`src/rtl/ntt_addr_gen.sv`:
```
module ntt_addr_gen #(
  parameter int DIGIT_W          = 4,
  parameter int DIGITS           = 3,
  parameter int CARRY_ROT_DIGITS = 0,
  parameter int ADDR_W           = DIGIT_W * DIGITS,
  parameter int NUM_STAGES       = DIGITS + 1,
  parameter int STG_W            = (NUM_STAGES > 2) ? $clog2(NUM_STAGES) : 1
) (
  input  logic              clk,
  input  logic              rst_n,
  input  logic              start,
  input  logic              rot_sel,
  input  logic              rev_en,
  output logic [ADDR_W-1:0] addr,
  output logic [STG_W-1:0]  stage,
  output logic              valid,
  output logic              done
);
  localparam logic [ADDR_W-1:0] CNT_MAX    = '1;
  localparam logic [STG_W-1:0]  LAST_STAGE = STG_W'(NUM_STAGES - 1);

  logic [ADDR_W-1:0] cnt;
  logic              m_rot, m_rev;
  logic              legal_go, at_end;
  logic [ADDR_W-1:0] rotated, reversed;
  int                rot_digits;

  assign legal_go = start && !valid && !(rot_sel && rev_en);
  assign at_end   = (cnt == CNT_MAX) && (m_rot || stage == LAST_STAGE);

  always_ff @(posedge clk or negedge rst_n) begin
    if (!rst_n) begin
      valid <= 1'b0;
      done  <= 1'b0;
      cnt   <= '0;
      stage <= '0;
      m_rot <= 1'b0;
      m_rev <= 1'b0;
    end else begin
      done <= valid && at_end;
      if (legal_go) begin
        valid <= 1'b1;
        cnt   <= '0;
        stage <= '0;
        m_rot <= rot_sel;
        m_rev <= rev_en;
      end else if (valid) begin
        cnt <= cnt + 1'b1;
        if (at_end) begin
          valid <= 1'b0;
          stage <= '0;
          m_rot <= 1'b0;
          m_rev <= 1'b0;
        end else if (cnt == CNT_MAX) begin
          stage <= stage + 1'b1;
        end
      end
    end
  end

  always_comb begin
    rot_digits = m_rot ? (CARRY_ROT_DIGITS % DIGITS) : (int'(stage) % DIGITS);
    rotated    = ADDR_W'({cnt, cnt} >> (rot_digits * DIGIT_W));
  end

  for (genvar d = 0; d < DIGITS; d++) begin : g_rev
    assign reversed[d*DIGIT_W +: DIGIT_W] = rotated[(DIGITS-1-d)*DIGIT_W +: DIGIT_W];
  end

  assign addr = !valid ? '0 : (m_rev ? reversed : rotated);

  a_r7_done_not_valid: assert property (@(posedge clk) disable iff (!rst_n)
    done |-> !valid);
  a_r7_done_single: assert property (@(posedge clk) disable iff (!rst_n)
    done |=> !done);
  a_r7_done_after_run: assert property (@(posedge clk) disable iff (!rst_n)
    $fell(valid) |-> done);
  a_r2_start_runs: assert property (@(posedge clk) disable iff (!rst_n)
    (legal_go) |=> (valid && stage == '0 && cnt == '0));
  a_r8_illegal_idle: assert property (@(posedge clk) disable iff (!rst_n)
    (!valid && start && rot_sel && rev_en) |=> !valid);
  a_r6_stage_bound: assert property (@(posedge clk) disable iff (!rst_n)
    valid |-> (stage <= LAST_STAGE));
  a_r6_stage_step: assert property (@(posedge clk) disable iff (!rst_n)
    (valid && $past(valid) && stage != $past(stage)) |-> (stage == $past(stage) + 1'b1));
  a_r5_carry_single: assert property (@(posedge clk) disable iff (!rst_n)
    (valid && m_rot) |-> (stage == '0));
  a_r9_mode_held: assert property (@(posedge clk) disable iff (!rst_n)
    (valid && $past(valid)) |-> ($stable(m_rot) && $stable(m_rev)));
endmodule

```
`config.mk`:
```
export PLATFORM = sky130hd
export DESIGN_NAME = ntt_addr_gen
export DESIGN_NICKNAME = d
export VERILOG_FILES = /design/src/rtl/ntt_addr_gen.sv
export SDC_FILE = /design/constraint.sdc
export NUM_CORES = 1
export LEC_CHECK = 0
export BUFFER_PORTS_ARGS = -buffer_cell sky130_fd_sc_hd__clkbuf_2
export CAP_MARGIN = 20
export CORE_MARGIN = 3
export CORE_UTILIZATION = 54
export CTS_BUF_LIST = sky130_fd_sc_hd__clkbuf_8 sky130_fd_sc_hd__clkbuf_16
export CTS_CLUSTER_DIAMETER = 150
export DETAILED_ROUTE_END_ITERATION = 12
export PLACE_DENSITY = 0.77
export SKIP_LAST_GASP = 1
export SYNTH_ARGS = -nofsm -noshare
export SYNTH_HDL_FRONTEND = slang
export SYNTH_SLANG_ARGS = --single-unit
```
`constraint.sdc`:
```
create_clock -name clk -period 2.26 [get_ports clk]
set_clock_uncertainty 0.05 [all_clocks]
set_input_delay 0.226 -clock clk [delete_from_list [all_inputs] [get_ports clk]]
set_output_delay 0.226 -clock clk [all_outputs]
set_load 0.01 [all_outputs]
```
Word level (Yosys, flattened, before mapping)

Cells that the tools add are included.
W data, S select, Z words.

Register bits after elaboration: 18
Word-level logic and storage cells: 41
Bits of input ports: 5
Output and inout port bits: 16

Equality and inequality tests: 2
Divide/modulo/power cells: 1
Shift-type cells: 1
Reduce and logical (&&, ||, !) cells: 13
Mux-type cells: 16
Add/sub/neg operators: 2

Operators with widths:

| kind                    | count |
|---|---|
| $mux W12                | 4 |
| $mod A3 B3 Y32 const B  | 1 |
| $shr A24 B32 Y12        | 1 |
| $mux W30                | 1 |
| $add A12 B1 Y12 const B | 1 |
| $eq A12 B12 Y1 const B  | 1 |
| $mux W2                 | 4 |
| $mux W1                 | 7 |
| $logic_and A1 B1 Y1     | 5 |
| $reduce_and A2 Y1       | 2 |
| $reduce_bool A2 Y1      | 2 |
| $reduce_bool A3 Y1      | 1 |
| $add A2 B1 Y2 const B   | 1 |
| $eq A2 B2 Y1 const B    | 1 |
| $logic_not A1 Y1        | 2 |
| $logic_or A1 B1 Y1      | 1 |

Depth between registers and ports, before layout

Gate-level depths: netlist (run 1).

Depth in word-level cells: 6
Mapped depth: 7
Mapped depth without buffers: 6

Worst setup path after synthesis (run 1)

OpenSTA, ideal clock, no wires.

Path type: register to output
From: register stage[0]
To: output port addr[10]
Arrival: 1.594 ns
Cell stages (with the launch flop): 8
Path slack: 0.390 ns
Buffers on the path: 1
Required time: 1.984 ns
Cells stage by stage: dfrtp_1 inv_1 ha_1 nand2b_1 buf_2 a21oi_4 o22ai_1 o22ai_1

Longest elaborated chain between the ends: 5

RTL lines:

| what                   | line | text |
|---|---|---|
| start, declared        | 15   | `output logic [STG_W-1:0] stage,` |
| start signal, assigned | 55   | `stage <= stage + 1'b1;` |
| $mod A3 B3 Y32         | 62   | `rot_digits = m_rot ? (CARRY_ROT_DIGITS % DIGITS) : (int'(stage) % DIGITS);` |
| $mux W30               | 62   |  |
| $shr A24 B32 Y12       | 63   | `rotated = ADDR_W'({cnt, cnt} >> (rot_digits * DIGIT_W));` |
| $mux W12 (2 in a row)  | 70   | `assign addr = !valid ? '0 : (m_rev ? reversed : rotated);` |
| end, declared          | 14   | `output logic [ADDR_W-1:0] addr,` |

Every way passes these cells.

Worst setup path after layout (run 1)

From: register stage[1]
To: output port addr[11]

Same word-level chain as after synthesis.

==> results of run 1 <==
==> stage by stage <==
stage,power (mW),std cells,utilization
after floorplan,0.977,142,-
after global placement,1.13,181,0.616
after detailed placement,1.15,181,0.616
after CTS,1.37,186,0.647
after global routing,1.49,188,0.676
final,1.39,188,0.676
==> worst max-delay path by stage <==
stage | end | slack [ns] | cells after the start
6_report | addr[11] | 0.11 | 7
3_3_place_gp | addr[2] | 0.22 | 7
5_1_grt | addr[3] | 0.01 | 7
4_1_cts | addr[2] | -0.01 | 7
3_5_place_dp | addr[2] | 0.18 | 7
2_1_floorplan | addr[10] | 0.39 | 7
==> placed cells by master, fill, tap and decap left out, types with 2 or more instances in the layout <==
master	count
and3_1	5
and4_4	2
buf_2	3
buf_4	3
clkbuf_2	17
clkbuf_8	3
dfrtp_1	17
ha_1	2
inv_1	2
mux2i_1	10
nand2_1	16
nand2b_1	4
nand2b_2	2
nand2b_4	2
nand3_1	4
nand4_1	3
nor2_1	11
o21ai_0	3
o22a_1	7
o22ai_1	12
o22ai_2	4
xor2_1	7
==> registers in the layout, indices dropped and copies added (netlist names) <==
| register | cells |
|---|---|
| m_rot | 1 |
| valid | 1 |
| cnt | 12 |
| done | 1 |
| stage | 2 |
| m_rev | 1 |
==> final cells by class <==
class                      count  area [sq um]  area share
clock buffer                   3          41.3      0.0273
inverter                       3          11.3     0.00746
multi-input combinational    112           838       0.555
sequential                    18           452       0.299
tap                           28          35.0      0.0232
timing repair buffer          24           133      0.0878
==> metal layers <==
metal | share of wire | vias to the layer above
met4 | 0.022 | 0
li1 | - | 555
met2 | 0.48 | 45
met3 | 0.059 | 9
met1 | 0.44 | 561
met5 | 0 | -
==> cell usage after synthesis <==
master    count
and4_1        1
a21oi_1       1
nand2_1      16
buf_2         5
a22o_1        1
nand3_1       4
and3_1        5
o22ai_1      16
nand2b_1      7
o22a_1        7
xnor2_1       1
or3_1         1
o22a_2        1
o32ai_1       1
a21oi_4       1
dfrtp_1      18
a21oi_2       1
buf_4         3
and3_2        1
inv_1         3
buf_1         1
xor2_1        7
mux2i_1      10
nand2_4       1
a31o_1        1
nor2_1       11
and4_4        2
clkbuf_1      1
nor3_2        1
nor2b_1       1
o211a_1       1
o21ai_0       3
nand4_1       3
ha_1          4
mux2_2        1
==> critical path: stages (launching register included) <==
cell,delay (ns)
dfrtp_2,0.41
inv_1,0.06
ha_2,0.22
nand2b_4,0.19
a21oi_4,0.28
o22ai_1,0.14
o22ai_1,0.16
clkbuf_2,0.16
==> what timing repair did <==
| action | CTS | global route |
|---|---|---|
| gates cloned | 0 | 1 |
| pin swaps | 1 | 3 |
| buffers inserted | 1 | 1 |
| hold buffers | 1 | 0 |
| hold endpoints to repair | 18 | 0 |
| endpoints found under the setup margin | 8 | 12 |
| gates resized for setup | 3 | 14 |
==> kinds of logic after synthesis <==
| logic type | Yosys count |
|---|---|
| buffers and inverters | 13 |
| multiplexers | 11 |
| XOR/XNOR | 8 |
| adder cells (fa/ha/maj) | 4 |
| AO/OA/AOI/OAI | 34 |
| AND/OR/NAND/NOR | 54 |
| flip-flops | 18 |
==> power by group <==
part           total (mW)  internal (mW)  switching (mW)
clock               0.218          0.118          0.0999
sequential          0.619          0.414           0.205
combinational       0.557          0.284           0.273
==> impl_metrics.toml, run 1 <==
[worst_setup_path]
timing.reg2reg.worst_path_depth = 4
timing.critical_path.arrival_ns = 1.87
startpoint_of_the_most_critical_setup_path = "stage[1]"
setup.worst_path.end_class = "output port"
rr_startpoint = "valid"
worstPathMaxFanout = 8
critical_path.reg2reg.endpoint = "stage[0]"
path_class = "reg2out"
worstPathRequired_ns = 1.98
regToRegSetupSlack_ns = 0.66
timing.critical_path.from_type = "flop"

[floorplan]
core_region_area_sq_um = 2230
dieArea_sq_um = 3010
die_width_um = 54.9
die_height_um = 54.9
row_count = 17
pin_count = 21
initial_core_util = 0.577

[global_routing]
globalRoute.totalOverflow = 0
top_usage_layer = "met2"
grt_first_pass_wirelength_um = 4510
overall_global_routing_resource_usage = 0.214
global_route.usage.met2 = 0.327
grtUsageMet3 = 0.0327
grt_start_max_net_pins = 19
grt_util_met1 = 0.286
initial_antenna_violation_count = 0
via_count_of_the_first_global_routing_pass = 1001

[routing]
number_of_vias_after_detailed_routing = 1170
route.antenna.remaining_nets = 0
routedWlPerCell_um = 16.0
drt_pre_antenna_iters = 4
routed_via_density = 6.22
drt_iter0_markers = 29
drt_wl_total_um = 3010
drc_violation_count_after_routing = 0

[cts]
cts_tree = "built"
clockBufferDepth = 2
tritoncts_num_sinks = 18
htree_levels = 1
clkTransAtPathRegs_ns = 0.06
numCtsBuffers = 3
ctsRootBufferMaster = "clkbuf_8"
clkLatencyLatePin_ns = 0.25

[sta]
finalWorstSetupSlack_ns = 0.109
finalSetupTns_ns = 0
final_max_slew_violation_count = 0
post-route-period-util = 0.952
rsz0062_at_grt = "no"
worst_slew_pin_slew_ns = 0.455
hold_viol_final = 0
timing.fmax_ghz = 0.465
timing.slew.headroom = 0.697
tmin_final_ns = 2.15
setup_violations = 0
hold-worst-slack_ns = 0.186

[place]
dp.final_hpwl_um = 2180
port_buffers = 20
placement.setup.worst_slack_ns = 0.180
gp_congestion = 0.761
postPlaceCellArea_sq_um = 1380

[logic_synthesis]
ys.warnings.count = 0
synth-simple-area-share = 0.223
synth_top_cell_area_share = 0.350
synth_top_family_by_area = "simple AND/OR/NAND/NOR gates"
synth.ff_latch_count = 18
synthDistinctLibCells = 35
yosys.area.top_type = "dfrtp_1"
ys_seq_area_frac = 0.350
synth.top_cells.by_area = "dfrtp_1 (35%), mux2i_1 (7.8%), o22ai_1 (7.8%)"
synthesis.area_sq_um = 1290
avgSynthCellArea_sq_um = 9.08
multiplexer_share_of_the_synthesized_area = 0.0864
synth_fa_ha_area_frac = 0.0388
yosys.area_share.xor_xnor = 0.0544
syn_inst = 142
synth.net_count = 151
compound_cell_area_share_of_the_yosys_netlist = 0.196

[hold_path]
hold-path-cell-count = 2
hold_end = "m_rev"
min_path_type = "in2reg"
worst_hold_startpoint = "rot_sel"

[cells_and_area]
drive_above_1_share = 0.294
finalNetCount = 171
design_area_sq_um = 1510
n_antenna_cell = 0
n_fill_cell = 181
area_growth_from_synthesis_to_layout_pct = 17.2

[status]
outcome = "finished, final reports clean"

[pwr]
max-vdd-ir-drop_mv = 0.624
leakage_nw = 0.703
powerDensity_nw_per_um2 = 924

[flow_run]
drv_cap = 0
Note: power is estimated with default switching activity, not from simulation.
==> inputs of run 2 (changes only) <==
CORE_UTILIZATION = 45   (was 54)
GPL_ROUTABILITY_DRIVEN = 0   (was unset)
PLACE_DENSITY = unset   (was 0.77)
PLACE_DENSITY_LB_ADDON = 0.15   (was unset)
==> impl_metrics.toml, run 2 (synthesized netlist as in run 1, its figures left out) <==
[cells_and_area]
drive_above_1_share = 0.277
largest-register = "cnt"
largestRegisters = "cnt: 12 flops, stage: 2 flops"
final_util = 0.576
mostFrequentLayoutCells = "clkbuf_2 (19), dfrtp_1 (17), nand2_1 (16), o22ai_1 (14), nor2_1 (11)"
largest_register_ffs = 12
finalNetCount = 170
n_antenna_cell = 0
leading_cell_type_in_the_layout_fill_and_taps_excluded = "clkbuf_2"
area_growth_from_synthesis_to_layout_pct = 15.8

[sta]
tmin_final_ns = 2.16
worst_slew_pin_slew_ns = 0.457
post-route-period-util = 0.955
finalSetupTns_ns = 0
setup_violations = 0
hold_viol_final = 0
final_max_slew_violation_count = 0
timing.slew.headroom = 0.695
timing.fmax_ghz = 0.463
rsz0062_at_grt = "yes"

[global_routing]
globalRoute.totalOverflow = 0
overall_global_routing_resource_usage = 0.186
via_count_of_the_first_global_routing_pass = 1079
initial_antenna_violation_count = 0
grt_start_max_net_pins = 19
grt_first_pass_wirelength_um = 4970

[hold_path]
min_path_type = "in2reg"

[routing]
dr_wl_met3_um = 261
routed_via_density = 6.19
routedWlPerCell_um = 16.0
number_of_vias_after_detailed_routing = 1169
drt_wl_total_um = 3030
drt_pre_antenna_iters = 5
drt_iter0_markers = 65
drc_violation_count_after_routing = 0
route.met2.wl_um = 1390
route.top_layer_used = "met4"
route.antenna.remaining_nets = 0
met1_wl_um = 1280

[pwr]
powerDensity_nw_per_um2 = 922
leakage_nw = 0.695
max-vdd-ir-drop_mv = 0.528

[floorplan]
core_region_area_sq_um = 2590
initial_core_util = 0.498
die_height_um = 59.5
row_count = 18
pin_count = 21
die_width_um = 59.5
dieArea_sq_um = 3540

[cts]
cts_tree = "built"
ctsRootBufferMaster = "clkbuf_8"
clkLatencyLatePin_ns = 0.25
clockBufferDepth = 2
numCtsBuffers = 3
tritoncts_num_sinks = 18
htree_levels = 1
clkTransAtPathRegs_ns = 0.07

[worst_setup_path]
crit_path_cell_chain = "inv_1, ha_2, nand2b_4, a21oi_4, o22ai_1, o22ai_1, clkbuf_2"
critical_path.most_common_cell = "o22ai_1"
worst_path_largest_cell_delay_ns = 0.42
setup.worst_path.end_class = "output port"
critical_path.slowest_cell = "dfrtp_2"
timing.critical_path.from_type = "flop"
timing.critical_path.arrival_ns = 1.88
worstPathMaxFanout = 8
path_class = "reg2out"
worstPathRequired_ns = 1.98

[status]
outcome = "finished, final reports clean"

[flow_run]
drv_cap = 0

[place]
port_buffers = 20
dp.final_hpwl_um = 2210
run 2: cell types whose count changed in the layout (fill, tap and decap cells not counted):
| cell | change |
|---|---|
| clkbuf_2 | +2 |
| o22ai_1 | +2 |
| buf_2 | -2 |
| o22ai_2 | -2 |
| buf_4 | -1 |
run 2: path summary, 6_finish.rpt:
| path | startpoint | to | slack (ns) | cells after the start |
|---|---|---|---|---|
| max | stage[1] | addr[11] | 0.10 | 7 |
| max reg2reg | valid | stage[0] | 0.67 | 4 |
| min | rot_sel | m_rev | 0.17 | 2 |
| min in group asynchronous | rst_n | cnt[0] | 0.40 | 2 |
| max in group asynchronous | rst_n | stage[1] | 1.42 | 2 |
| min reg2reg | stage[1] | stage[1] | 0.56 | 2 |
run 2: power breakdown:
group | switching (mW) | total, mW | internal [mW]
logic | 0.270 | 0.546 | 0.276
registers | 0.195 | 0.609 | 0.414
clock network | 0.104 | 0.222 | 0.118
total | 0.569 | 1.38 | 0.808
run 2: through the flow:
stage,instance area (sq um),power [mW],std cells,hold slack (ns),setup WS [ns]
after floorplan,1290,0.977,142,-0.120,0.390
after global placement,1380,1.13,183,0.144,0.280
after detailed placement,1380,1.15,183,0.148,0.191
after CTS,1450,1.37,187,0.178,0.00584
after global routing,1490,1.48,189,0.177,-0.00734
final,1490,1.38,189,0.175,0.101
run 2: cell type report:
type | instances | area (sq um)
clock buffer | 3 | 41.3
fill | 239 | 1100
inverter | 3 | 11.3
multi-input combinational | 112 | 826
sequential | 18 | 452
tap | 30 | 37.5
timing repair buffer | 23 | 125
run 2: routing by layer:
metal | GRT usage | vias up
li1 | - | 556
met1 | 0.256 | 551
met4 | 0.0981 | 0
met2 | 0.287 | 52
met3 | 0.0196 | 10
met5 | 0 | -
run 2: timing repair:
item                                    in CTS  in global routing
resized for setup                            4                  9
buffers inserted                             0                  1
hold buffers                                 1                  0
gates cloned                                 0                  1
pin swaps                                    1                  1
hold endpoints to repair                    18                  0
endpoints found under the setup margin       8                 12
run 2: critical path, delay by kind of cell, from the launching register on:
family	cells	cell delay [ns]
buffers and inverters	2	0.22
AO/OA/AOI/OAI	3	0.61
AND/OR/NAND/NOR	1	0.18
adder cells (fa/ha/maj)	1	0.20
flip-flops	1	0.42
==> inputs of run 3 (changes only) <==
CORE_MARGIN = 2   (was 3)
==> impl_metrics.toml, run 3 (synthesized netlist as in run 1, its figures left out) <==
[status]
outcome = "finished, final reports clean"

[cells_and_area]
drive_above_1_share = 0.261
final_util = 0.545
leading_cell_type_in_the_layout_fill_and_taps_excluded = "clkbuf_2"
final-seq-area_sq_um = 450
largest-register = "cnt"
design_area_sq_um = 1490
multiInputGateArea_sq_um = 795
area_growth_from_synthesis_to_layout_pct = 15.6
largest_register_ffs = 12
mostFrequentLayoutCells = "clkbuf_2 (20), dfrtp_1 (18), o22ai_1 (16), nand2_1 (16), nor2_1 (11)"
n_antenna_cell = 0
n_fill_cell = 260
largestRegisters = "cnt: 12 flops, stage: 2 flops"
finalNetCount = 171

[cts]
cts_tree = "built"
numCtsBuffers = 3
clkTransAtPathRegs_ns = 0.06
clockBufferDepth = 2
ctsRootBufferMaster = "clkbuf_8"
htree_levels = 1
tritoncts_num_sinks = 18
clkLatencyLatePin_ns = 0.26

[sta]
hold_viol_final = 0
finalWorstSetupSlack_ns = 0.0998
finalSetupTns_ns = 0
tmin_final_ns = 2.16
setup_violations = 0
worst_slew_pin_slew_ns = 0.446
timing.slew.headroom = 0.702
final_max_slew_violation_count = 0
post-route-period-util = 0.956
rsz0062_at_grt = "no"
timing.fmax_ghz = 0.463

[routing]
route.antenna.remaining_nets = 0
drt_iter0_markers = 42
number_of_vias_after_detailed_routing = 1138
drc_violation_count_after_routing = 0
routedWlPerCell_um = 15.9
drt_pre_antenna_iters = 4
drt_wl_total_um = 3060
routed_via_density = 5.93

[worst_setup_path]
setup.worst_path.end_class = "output port"
timing.critical_path.from_type = "flop"
regToRegSetupSlack_ns = 0.66
critical_path.reg2reg.endpoint = "m_rev"
startpoint_of_the_most_critical_setup_path = "stage[1]"
worstPathRequired_ns = 1.98
path_class = "reg2out"
timing.reg2reg.worst_path_depth = 5
rr_startpoint = "cnt[0]"
timing.critical_path.arrival_ns = 1.88
worstPathMaxFanout = 9

[pwr]
powerDensity_nw_per_um2 = 950
total_power_mw = 1.42
leakage_nw = 0.709
max-vdd-ir-drop_mv = 0.603

[place]
dp.final_hpwl_um = 2260
placement.setup.worst_slack_ns = 0.171
port_buffers = 20
postPlaceCellArea_sq_um = 1380

[hold_path]
hold-path-cell-count = 2
min_path_type = "in2reg"
hold_end = "m_rev"
worst_hold_startpoint = "rot_sel"

[global_routing]
grt_first_pass_wirelength_um = 5190
overall_global_routing_resource_usage = 0.202
globalRoute.totalOverflow = 0
via_count_of_the_first_global_routing_pass = 1073
grt_start_max_net_pins = 19
initial_antenna_violation_count = 0

[flow_run]
drv_cap = 0

[floorplan]
dieArea_sq_um = 3310
pin_count = 21
initial_core_util = 0.471
core_region_area_sq_um = 2730
row_count = 19
die_width_um = 57.5
die_height_um = 57.5
[run 3: worst max-delay path by stage]
stage	end	slack [ns]	cells past startpoint
2_1_floorplan	addr[10]	0.39	7
3_3_place_gp	addr[10]	0.29	7
3_5_place_dp	addr[10]	0.17	7
4_1_cts	addr[4]	0.005	7
5_1_grt	addr[10]	0.007	7
6_report	addr[10]	0.1	7
[run 3: final cells by class]
cell class | instances | area share
clock buffer | 4 | 0.0369
inverter | 3 | 0.00756
multi-input combinational | 111 | 0.533
sequential | 18 | 0.302
tap | 31 | 0.0260
timing repair buffer | 25 | 0.0940
[run 3: what timing repair did]
item	4_1_cts	5_1_grt
endpoints found under the setup margin	8	12
endpoints found under the hold margin	18	0
setup buffers	1	2
hold buffers	1	0
resized for setup	4	3
pin swaps	1	1
[run 3: report_power, final]
part           total, mW  internal (mW)  switching, mW
logic              0.537          0.271          0.266
registers          0.615          0.413          0.202
clock network      0.264          0.155          0.110
[run 3: worst max-delay path: stages, from the launching register on]
cell      delay (ns)
dfrtp_1         0.40
inv_1           0.07
ha_2            0.21
nand2b_4        0.20
a21oi_4         0.25
o22ai_1         0.15
o22ai_1         0.20
clkbuf_2        0.16
[run 3: per-stage QoR]
step	instances	hold WS, ns
after global placement	184	0.142
final	192	0.180
after detailed placement	184	0.143
after global routing	192	0.190
after CTS	190	0.174
after floorplan	142	-0.120
[run 3: metal layers]
layer  global-route usage  vias to the layer above  part of all wire
met2                0.320                       22              0.51
met5                    0                        -                 0
met4               0.0565                        0                 0
li1                     -                      554                 -
met3               0.0454                        0             0.027
met1                0.276                      562              0.47
